$ cat config.mk
export PLATFORM = sky130hd
export DESIGN_NAME = frame_load_seq
export DESIGN_NICKNAME = d
export VERILOG_FILES = /design/src/rtl/frame_load_pkg.sv /design/src/rtl/fl_addr_ctr.sv /design/src/rtl/fl_bit_ctr.sv /design/src/rtl/fl_act_clk.sv /design/src/rtl/fl_ctrl.sv /design/src/rtl/frame_load_seq.sv
export SDC_FILE = /design/constraint.sdc
export NUM_CORES = 1
export LEC_CHECK = 0
export CAP_MARGIN = 20
export CELL_PAD_IN_SITES_DETAIL_PLACEMENT = 1
export CELL_PAD_IN_SITES_GLOBAL_PLACEMENT = 2
export CORE_ASPECT_RATIO = 1.1
export CORE_MARGIN = 2
export CORE_UTILIZATION = 28
export DETAILED_ROUTE_END_ITERATION = 8
export PLACE_DENSITY_LB_ADDON = 0.1
export SLEW_MARGIN = 20
export SYNTH_ARGS = -nofsm -noshare
export SYNTH_HDL_FRONTEND = slang
export SYNTH_SLANG_ARGS = --single-unit
$ cat constraint.sdc
create_clock -name clk -period 1.7 [get_ports clk]
set_clock_uncertainty 0.1 [all_clocks]
set_input_delay 0.255 -clock clk [delete_from_list [all_inputs] [get_ports clk]]
set_output_delay 0.255 -clock clk [all_outputs]
set_load 0.03 [all_outputs]
$ cat src/rtl/frame_load_pkg.sv
package frame_load_pkg;

    typedef enum logic [2:0] {
        ST_IDLE   = 3'd0,
        ST_STREAM = 3'd1,
        ST_LATCH  = 3'd2,
        ST_COMMIT = 3'd3,
        ST_FINISH = 3'd4
    } ld_state_e;

    typedef enum logic {
        FRM_BIN  = 1'b0,
        FRM_GREY = 1'b1
    } frame_kind_e;

    typedef enum logic {
        CMT_ROLL   = 1'b0,
        CMT_GLOBAL = 1'b1
    } commit_mode_e;

    typedef struct packed {
        logic pix_we;
        logic shift;
        logic show;
        logic commit;
        logic done;
        logic bit_val;
    } strobe_t;

    function automatic int unsigned idx_w(input int unsigned n);
        return (n > 1) ? $clog2(n) : 1;
    endfunction

endpackage

$ cat src/rtl/fl_addr_ctr.sv
module fl_addr_ctr
    import frame_load_pkg::*;
#(
    parameter int ROWS = 128,
    parameter int COLS = 128
) (
    input  logic                     clk,
    input  logic                     rst,
    input  logic                     clr_i,
    input  logic                     adv_i,
    output logic [idx_w(ROWS)-1:0]   row_o,
    output logic [idx_w(COLS)-1:0]   col_o,
    output logic                     last_o
);
    localparam int ROW_W = idx_w(ROWS);
    localparam int COL_W = idx_w(COLS);
    localparam logic [ROW_W-1:0] ROW_LAST = ROW_W'(ROWS - 1);
    localparam logic [COL_W-1:0] COL_LAST = COL_W'(COLS - 1);

    logic [ROW_W-1:0] row_q;
    logic [COL_W-1:0] col_q;
    logic             col_wrap;

    generate
        if (COLS == 1) begin : g_single_col
            assign col_wrap = 1'b1;
            always_ff @(posedge clk) begin
                col_q <= '0;
            end
        end else begin : g_multi_col
            assign col_wrap = (col_q == COL_LAST);
            always_ff @(posedge clk) begin
                if (rst || clr_i) begin
                    col_q <= '0;
                end else if (adv_i) begin
                    col_q <= col_wrap ? '0 : col_q + 1'b1;
                end
            end
        end
    endgenerate

    always_ff @(posedge clk) begin
        if (rst || clr_i) begin
            row_q <= '0;
        end else if (adv_i && col_wrap) begin
            row_q <= (row_q == ROW_LAST) ? '0 : row_q + 1'b1;
        end
    end

    assign row_o  = row_q;
    assign col_o  = col_q;
    assign last_o = col_wrap && (row_q == ROW_LAST);


    addr_step_chk: assert property (@(posedge clk) disable iff (rst)
        (adv_i && !clr_i && !last_o) |=>
            ((col_o == $past(col_o) + 1'b1 && row_o == $past(row_o)) ||
             (col_o == '0 && row_o == $past(row_o) + 1'b1)));


    addr_wrap_chk: assert property (@(posedge clk) disable iff (rst)
        (adv_i && last_o) |=> (row_o == '0 && col_o == '0));

endmodule

$ cat src/rtl/fl_bit_ctr.sv
module fl_bit_ctr
    import frame_load_pkg::*;
#(
    parameter int BITS = 5
) (
    input  logic clk,
    input  logic rst,
    input  logic clr_i,
    input  logic adv_i,
    output logic last_o
);
    localparam int CNT_W = idx_w(BITS);
    localparam logic [CNT_W-1:0] CNT_LAST = CNT_W'(BITS - 1);

    generate
        if (BITS == 1) begin : g_one_bit
            assign last_o = 1'b1;
        end else begin : g_multi_bit
            logic [CNT_W-1:0] cnt_q;
            always_ff @(posedge clk) begin
                if (rst || clr_i) begin
                    cnt_q <= '0;
                end else if (adv_i) begin
                    cnt_q <= (cnt_q == CNT_LAST) ? '0 : cnt_q + 1'b1;
                end
            end
            assign last_o = (cnt_q == CNT_LAST);


            bit_cnt_wrap_chk: assert property (@(posedge clk) disable iff (rst)
                (adv_i && !clr_i && last_o) |=> !last_o);
        end
    endgenerate

endmodule

$ cat src/rtl/fl_act_clk.sv
module fl_act_clk (
    input  logic clk,
    input  logic rst,
    input  logic run_i,
    output logic act_o
);
    logic act_q;

    always_ff @(posedge clk) begin
        if (rst) begin
            act_q <= 1'b0;
        end else begin
            act_q <= run_i ? ~act_q : 1'b0;
        end
    end

    assign act_o = act_q;


    act_toggle_chk: assert property (@(posedge clk) disable iff (rst)
        run_i |=> (act_o != $past(act_o)));


    act_idle_low_chk: assert property (@(posedge clk) disable iff (rst)
        !run_i |=> !act_o);

endmodule

$ cat src/rtl/fl_ctrl.sv
module fl_ctrl
    import frame_load_pkg::*;
(
    input  logic        clk,
    input  logic        rst,
    input  logic        start_i,
    input  logic        grey_i,
    input  logic        global_i,
    input  logic        s_valid_i,
    input  logic        s_data_i,
    input  logic        pix_last_i,
    input  logic        bit_last_i,
    output logic        ready_o,
    output logic        busy_o,
    output logic        cnt_clr_o,
    output logic        addr_adv_o,
    output logic        bit_adv_o,
    output frame_kind_e kind_o,
    output strobe_t     strb_o
);
    ld_state_e    st_q, st_d;
    frame_kind_e  kind_q;
    commit_mode_e mode_q;
    strobe_t      strb_q, strb_d;
    logic         beat;
    logic         roll;

    assign ready_o = (st_q == ST_STREAM);
    assign busy_o  = (st_q != ST_IDLE);
    assign beat    = ready_o && s_valid_i;
    assign roll    = (mode_q == CMT_ROLL);

    always_comb begin
        st_d       = st_q;
        strb_d     = '0;
        cnt_clr_o  = 1'b0;
        addr_adv_o = 1'b0;
        bit_adv_o  = 1'b0;
        case (st_q)
            ST_IDLE: begin
                if (start_i) begin
                    st_d      = ST_STREAM;
                    cnt_clr_o = 1'b1;
                end
            end
            ST_STREAM: begin
                if (beat) begin
                    strb_d.bit_val = s_data_i;
                    if (kind_q == FRM_GREY) begin
                        strb_d.shift = 1'b1;
                        bit_adv_o    = 1'b1;
                        if (bit_last_i) begin
                            st_d = ST_LATCH;
                        end
                    end else begin
                        strb_d.pix_we = 1'b1;
                        strb_d.show   = roll;
                        addr_adv_o    = 1'b1;
                        if (pix_last_i) begin
                            st_d = roll ? ST_FINISH : ST_COMMIT;
                        end
                    end
                end
            end
            ST_LATCH: begin
                strb_d.pix_we = 1'b1;
                strb_d.show   = roll;
                addr_adv_o    = 1'b1;
                if (pix_last_i) begin
                    st_d = roll ? ST_FINISH : ST_COMMIT;
                end else begin
                    st_d = ST_STREAM;
                end
            end
            ST_COMMIT: begin
                strb_d.commit = 1'b1;
                st_d          = ST_FINISH;
            end
            ST_FINISH: begin
                strb_d.done = 1'b1;
                st_d        = ST_IDLE;
            end
            default: begin
                st_d = ST_IDLE;
            end
        endcase
    end

    always_ff @(posedge clk) begin
        if (rst) begin
            st_q   <= ST_IDLE;
            strb_q <= '0;
            kind_q <= FRM_BIN;
            mode_q <= CMT_ROLL;
        end else begin
            st_q   <= st_d;
            strb_q <= strb_d;
            if (st_q == ST_IDLE && start_i) begin
                kind_q <= frame_kind_e'(grey_i);
                mode_q <= commit_mode_e'(global_i);
            end
        end
    end

    assign kind_o = kind_q;
    assign strb_o = strb_q;


    lvl_write_after_shift_chk: assert property (@(posedge clk) disable iff (rst)
        (strb_q.pix_we && kind_q == FRM_GREY) |-> $past(strb_q.shift));


    overhead_stall_chk: assert property (@(posedge clk) disable iff (rst)
        (strb_q.pix_we && kind_q == FRM_GREY) |-> !$past(ready_o));


    show_only_roll_chk: assert property (@(posedge clk) disable iff (rst)
        strb_q.show |-> (strb_q.pix_we && mode_q == CMT_ROLL));


    commit_after_last_chk: assert property (@(posedge clk) disable iff (rst)
        strb_q.commit |-> ($past(strb_q.pix_we) && mode_q == CMT_GLOBAL));


    done_single_chk: assert property (@(posedge clk) disable iff (rst)
        strb_q.done |=> !strb_q.done);


    busy_drop_chk: assert property (@(posedge clk) disable iff (rst)
        strb_q.done |-> !busy_o);


    idle_no_strobe_chk: assert property (@(posedge clk) disable iff (rst)
        !busy_o |=> !(strb_q.pix_we || strb_q.shift));

endmodule

$ cat src/rtl/frame_load_seq.sv
module frame_load_seq
    import frame_load_pkg::*;
#(
    parameter int ROWS      = 128,
    parameter int COLS      = 128,
    parameter int GREY_BITS = 5
) (
    input  logic                   clk,
    input  logic                   rst,
    input  logic                   start_i,
    input  logic                   grey_i,
    input  logic                   global_i,
    input  logic                   s_valid_i,
    input  logic                   s_data_i,
    output logic                   s_ready_o,
    output logic                   pix_we_o,
    output logic [idx_w(ROWS)-1:0] pix_row_o,
    output logic [idx_w(COLS)-1:0] pix_col_o,
    output logic                   wr_bit_o,
    output logic                   tgt_lvl_o,
    output logic                   lvl_shift_o,
    output logic                   pix_show_o,
    output logic                   commit_o,
    output logic                   done_o,
    output logic                   busy_o,
    output logic                   act_clk_o
);
    localparam int ROW_W = idx_w(ROWS);
    localparam int COL_W = idx_w(COLS);

    logic             cnt_clr, addr_adv, bit_adv;
    logic             pix_last, bit_last;
    logic [ROW_W-1:0] row_cur, row_q;
    logic [COL_W-1:0] col_cur, col_q;
    frame_kind_e      kind;
    strobe_t          strb;

    fl_ctrl u_ctrl (
        .clk        (clk),
        .rst        (rst),
        .start_i    (start_i),
        .grey_i     (grey_i),
        .global_i   (global_i),
        .s_valid_i  (s_valid_i),
        .s_data_i   (s_data_i),
        .pix_last_i (pix_last),
        .bit_last_i (bit_last),
        .ready_o    (s_ready_o),
        .busy_o     (busy_o),
        .cnt_clr_o  (cnt_clr),
        .addr_adv_o (addr_adv),
        .bit_adv_o  (bit_adv),
        .kind_o     (kind),
        .strb_o     (strb)
    );

    fl_addr_ctr #(.ROWS(ROWS), .COLS(COLS)) u_addr (
        .clk    (clk),
        .rst    (rst),
        .clr_i  (cnt_clr),
        .adv_i  (addr_adv),
        .row_o  (row_cur),
        .col_o  (col_cur),
        .last_o (pix_last)
    );

    fl_bit_ctr #(.BITS(GREY_BITS)) u_bits (
        .clk    (clk),
        .rst    (rst),
        .clr_i  (cnt_clr),
        .adv_i  (bit_adv),
        .last_o (bit_last)
    );

    fl_act_clk u_act (
        .clk   (clk),
        .rst   (rst),
        .run_i (busy_o),
        .act_o (act_clk_o)
    );

    always_ff @(posedge clk) begin
        if (rst) begin
            row_q <= '0;
            col_q <= '0;
        end else if (addr_adv) begin
            row_q <= row_cur;
            col_q <= col_cur;
        end
    end

    assign pix_we_o    = strb.pix_we;
    assign pix_row_o   = row_q;
    assign pix_col_o   = col_q;
    assign wr_bit_o    = strb.bit_val;
    assign tgt_lvl_o   = (kind == FRM_GREY);
    assign lvl_shift_o = strb.shift;
    assign pix_show_o  = strb.show;
    assign commit_o    = strb.commit;
    assign done_o      = strb.done;


    shift_target_chk: assert property (@(posedge clk) disable iff (rst)
        lvl_shift_o |-> (tgt_lvl_o && !pix_we_o));

endmodule

==> flow_metrics.tcl <==
set metrics [dict create \
    die_area_mm2 0.00753 \
    detailedRoute.firstPassIterationCount 4 \
    maxClockFrequency_mhz 602 \
    cts_htree_levels 2 \
    grt_pass1_wl_mm 8.98 \
    synthDominantCellAreaShare_pct 44.9 \
    clock-sinks 43 \
    pwr-share-seq_pct 41.1 \
    critical_path.slowest_cell "clkdlybuf4s50_1" \
    ys_top_cells_by_area "dfxtp_1, nand2_1, a21oi_1, nor2_1, ha_1" \
    via_count 1795 \
    clock_insertion_delay_worst_skew_ns 0.29 \
    number_of_inserted_diodes 0 \
    sequential_fraction_of_the_synthesis_area_pct 44.9 \
    mean_routed_wirelength_per_cell_um 14.1 \
    grt_setup_unrepaired "true" \
    synth_enable_flop_cells 0 \
    clk_path_buf_depth 2 \
    timing.critical_path.buf_inv 1 \
    hold_ws_ns 0.328 \
    p_clk_share_pct 26.9 \
    timing.final.crit_share_pct 97.8 \
    rows 31 \
    power.density_mw_per_mm2 954 \
    grt_start_max_net_pins 13 \
    die_h_um 90.8 \
    sw_frac_of_total_pct 31.4 \
    netlist_area_mm2 0.00192 \
    number_of_buffers_added_by_the_clock_tree_synthesis_step 5 \
    combinationalPowerShare_pct 32.0 \
    tightest_slew_ns 0.429 \
    critPathCaptureType "primary output" \
    multi_input_comb_area_mm2 0.00105 \
    design.core.area_mm2 0.00659 \
    synth_cell_types 53 \
    synth_ff_type "dfxtp_1" \
    cp_top_family "buffers and inverters" \
    timing.final.max_slew_violations 0 \
    timing.critical_path.cells "clkdlybuf4s50_1" \
    synthesis.nets 229 \
    startpoint_type "register" \
    total_leakage_power_nw 1.23 \
    final_antenna_net_count 0 \
    irDropWorstVdd_v 0.000374 \
    layout_min_cycle_time_ns 1.66 \
    grt_remaining_overflow 0 \
    finalNetCount 297 \
    slew-limit-headroom_pct 71.2 \
    netlist_instances 218 \
    hold_path_class "register to register" \
    floorplan.io_pins 31 \
    cell_taking_the_most_area_after_synthesis "dfxtp_1" \
    drt_iter0_drc 45 \
    port_buffers 30 \
    synthesis_stage_register_bit_count 43 \
    internal-power_mw 1.83 \
    synth_area_per_cell_um2 8.80 \
    antenna_found_initial 0 \
    drcViolationCount 0 \
    totalWireLength_mm 5.19 \
    track_usage_pct 14.3 \
    ys_warn_count 0 \
    layout-area-overhead-vs-synth_pct 46.1 \
    synth-async-reset-ratio_pct 0 \
    worst-setup-path-type "register to primary output" \
    mostFrequentLayoutCell "nand2_1" \
    register_area_um2 871 \
    cp_data_required_time_ns 1.34 \
    clk_root_buffer_cell "clkbuf_8" \
    die_span_x_um 82.9 \
    timing.final.hold_violations 0 \
    fin_setup_tns_ns 0 \
    run_status "completed" \
    max_cap_viol_count 0 \
    route.detailed.vias_per_inst 4.86 \
    first_global_vias 1915 \
    power.net_switching_mw 0.839 \
    effective_utilization_at_floorplan_pct 29.1 \
    clk_pin_slew_ns 0.08 \
    detailed_place_hpwl_mm 3.98 \
    setup_violations 0 \
    cts-hold-fix-buffers 0 \
    drive_above_1_share_pct 28.2 \
    final.fill_count 786 \
    cp_max_fo 2 \
    critical-path-max-stage-delay_ns 0.67 \
    worstPathArrival_ns 1.31 \
    gp_congestion 0.741 \
    most-common-layout-cells "nand2_1, dfxtp_1, buf_4" \
    cts_tree "done" \
]
stage by stage:
step	instances	area (µm²)	power (mW)	utilization, %	worst slack (ns)
3_5_place_dp	358	2550	1.89	38.7	-0.323
5_1_grt	369	2800	2.84	42.5	-0.0351
3_3_place_gp	358	2550	1.89	38.7	-0.326
6_report	369	2800	2.67	42.5	0.0379
2_1_floorplan	218	1920	1.55	-	-0.00573
4_1_cts	367	2680	2.65	40.7	0.00232
sequential cells by signal (all words and copies together) (netlist names):
register                  count
pix_col_o                     7
pix_row_o                     7
u_addr.col_o                  7
u_addr.row_o                  7
u_ctrl.strb_o                 6
u_bits.g_multi_bit.cnt_q      3
u_ctrl.st_q                   3
u_act.act_o                   1
u_ctrl.kind_o                 1
u_ctrl.mode_q                 1
worst register-to-register path, delay by kind of cell, from the launching register on:
family / cells / cell delay [ns]
AND/OR/NAND/NOR: 2 / 0.60
flip-flops: 1 / 0.34
AO/OA/AOI/OAI: 2 / 0.23
buffers and inverters: 2 / 0.31
final cells by class:
cell class / instances / share of cell area [%]
Tap cell: 82 / 3.66
Timing Repair Buffer: 72 / 23.4
Sequential cell: 43 / 31.1
Clock buffer: 8 / 3.57
Inverter: 7 / 0.938
Multi-Input combinational cell: 157 / 37.3
path summary, 6_finish.rpt:
path                                                     end                         from  slack, ns  depth (start not counted)
worst max-delay path                            pix_row_o[1]    pix_row_o[1]$_SDFFE_PP0P_       0.04                          1
worst min-delay path                  u_act.act_o$_SDFF_PP0_       u_act.act_o$_SDFF_PP0_       0.33                          1
worst max register to register  u_addr.col_o[3]$_SDFFE_PP0P_  u_ctrl.st_q[1]$_SDFFE_PP0P_       0.06                          6
worst min register to register        u_act.act_o$_SDFF_PP0_       u_act.act_o$_SDFF_PP0_       0.33                          1
logic make-up after synthesis:
family	count (synthesis)	synth area share, %
buffers and inverters	18	5.09
adder cells (fa/ha/maj)	4	2.61
XOR/XNOR	7	3.20
multiplexers	2	1.04
AND/OR/NAND/NOR	91	24.9
flip-flops	43	44.9
AO/OA/AOI/OAI	53	18.3
power by group through the flow:
| stage | Combinational, mW | Clock (mW) | Sequential (mW) |
|---|---|---|---|
| finish | 0.855 | 0.718 | 1.10 |
| global route | 0.934 | 0.800 | 1.11 |
| CTS | 0.804 | 0.748 | 1.10 |
| detailed placement | 0.786 | 0 | 1.11 |
| global placement | 0.783 | 0 | 1.11 |
| floorplan | 0.408 | 0 | 1.15 |
cell usage after synthesis, drive strengths merged, types with 2 or more instances:
library cell,number
nand4,5
inv,7
o21ai,6
xnor2,2
xor2,5
nor4bb,2
a21o,2
nor2,16
o21a,2
nor4,3
a21oi,25
o2111ai,4
dfxtp,43
and3,2
nand2,40
a211oi,3
and2,2
ha,4
nor3,2
clkbuf,4
nand3,7
buf,7
o211ai,2
nand3b,2
o21ba,2
mux2i,2
timing repair:
action	CTS	global route
buffers inserted	1	2
gates cloned	0	0
pin swaps	1	2
gates resized for setup	11	30
setup endpoints to repair	11	31
per-layer routing:
layer	track usage (%)	part of all wire, %	wire length [µm]	up-vias
met5	0	0	0	-
met4	3.28	0.87	45	0
met3	3.11	3.3	169	5
met2	24.9	48	2500	25
met1	18.1	48	2470	862
li1	-	-	-	903
(Power assumes the default switching activity.)
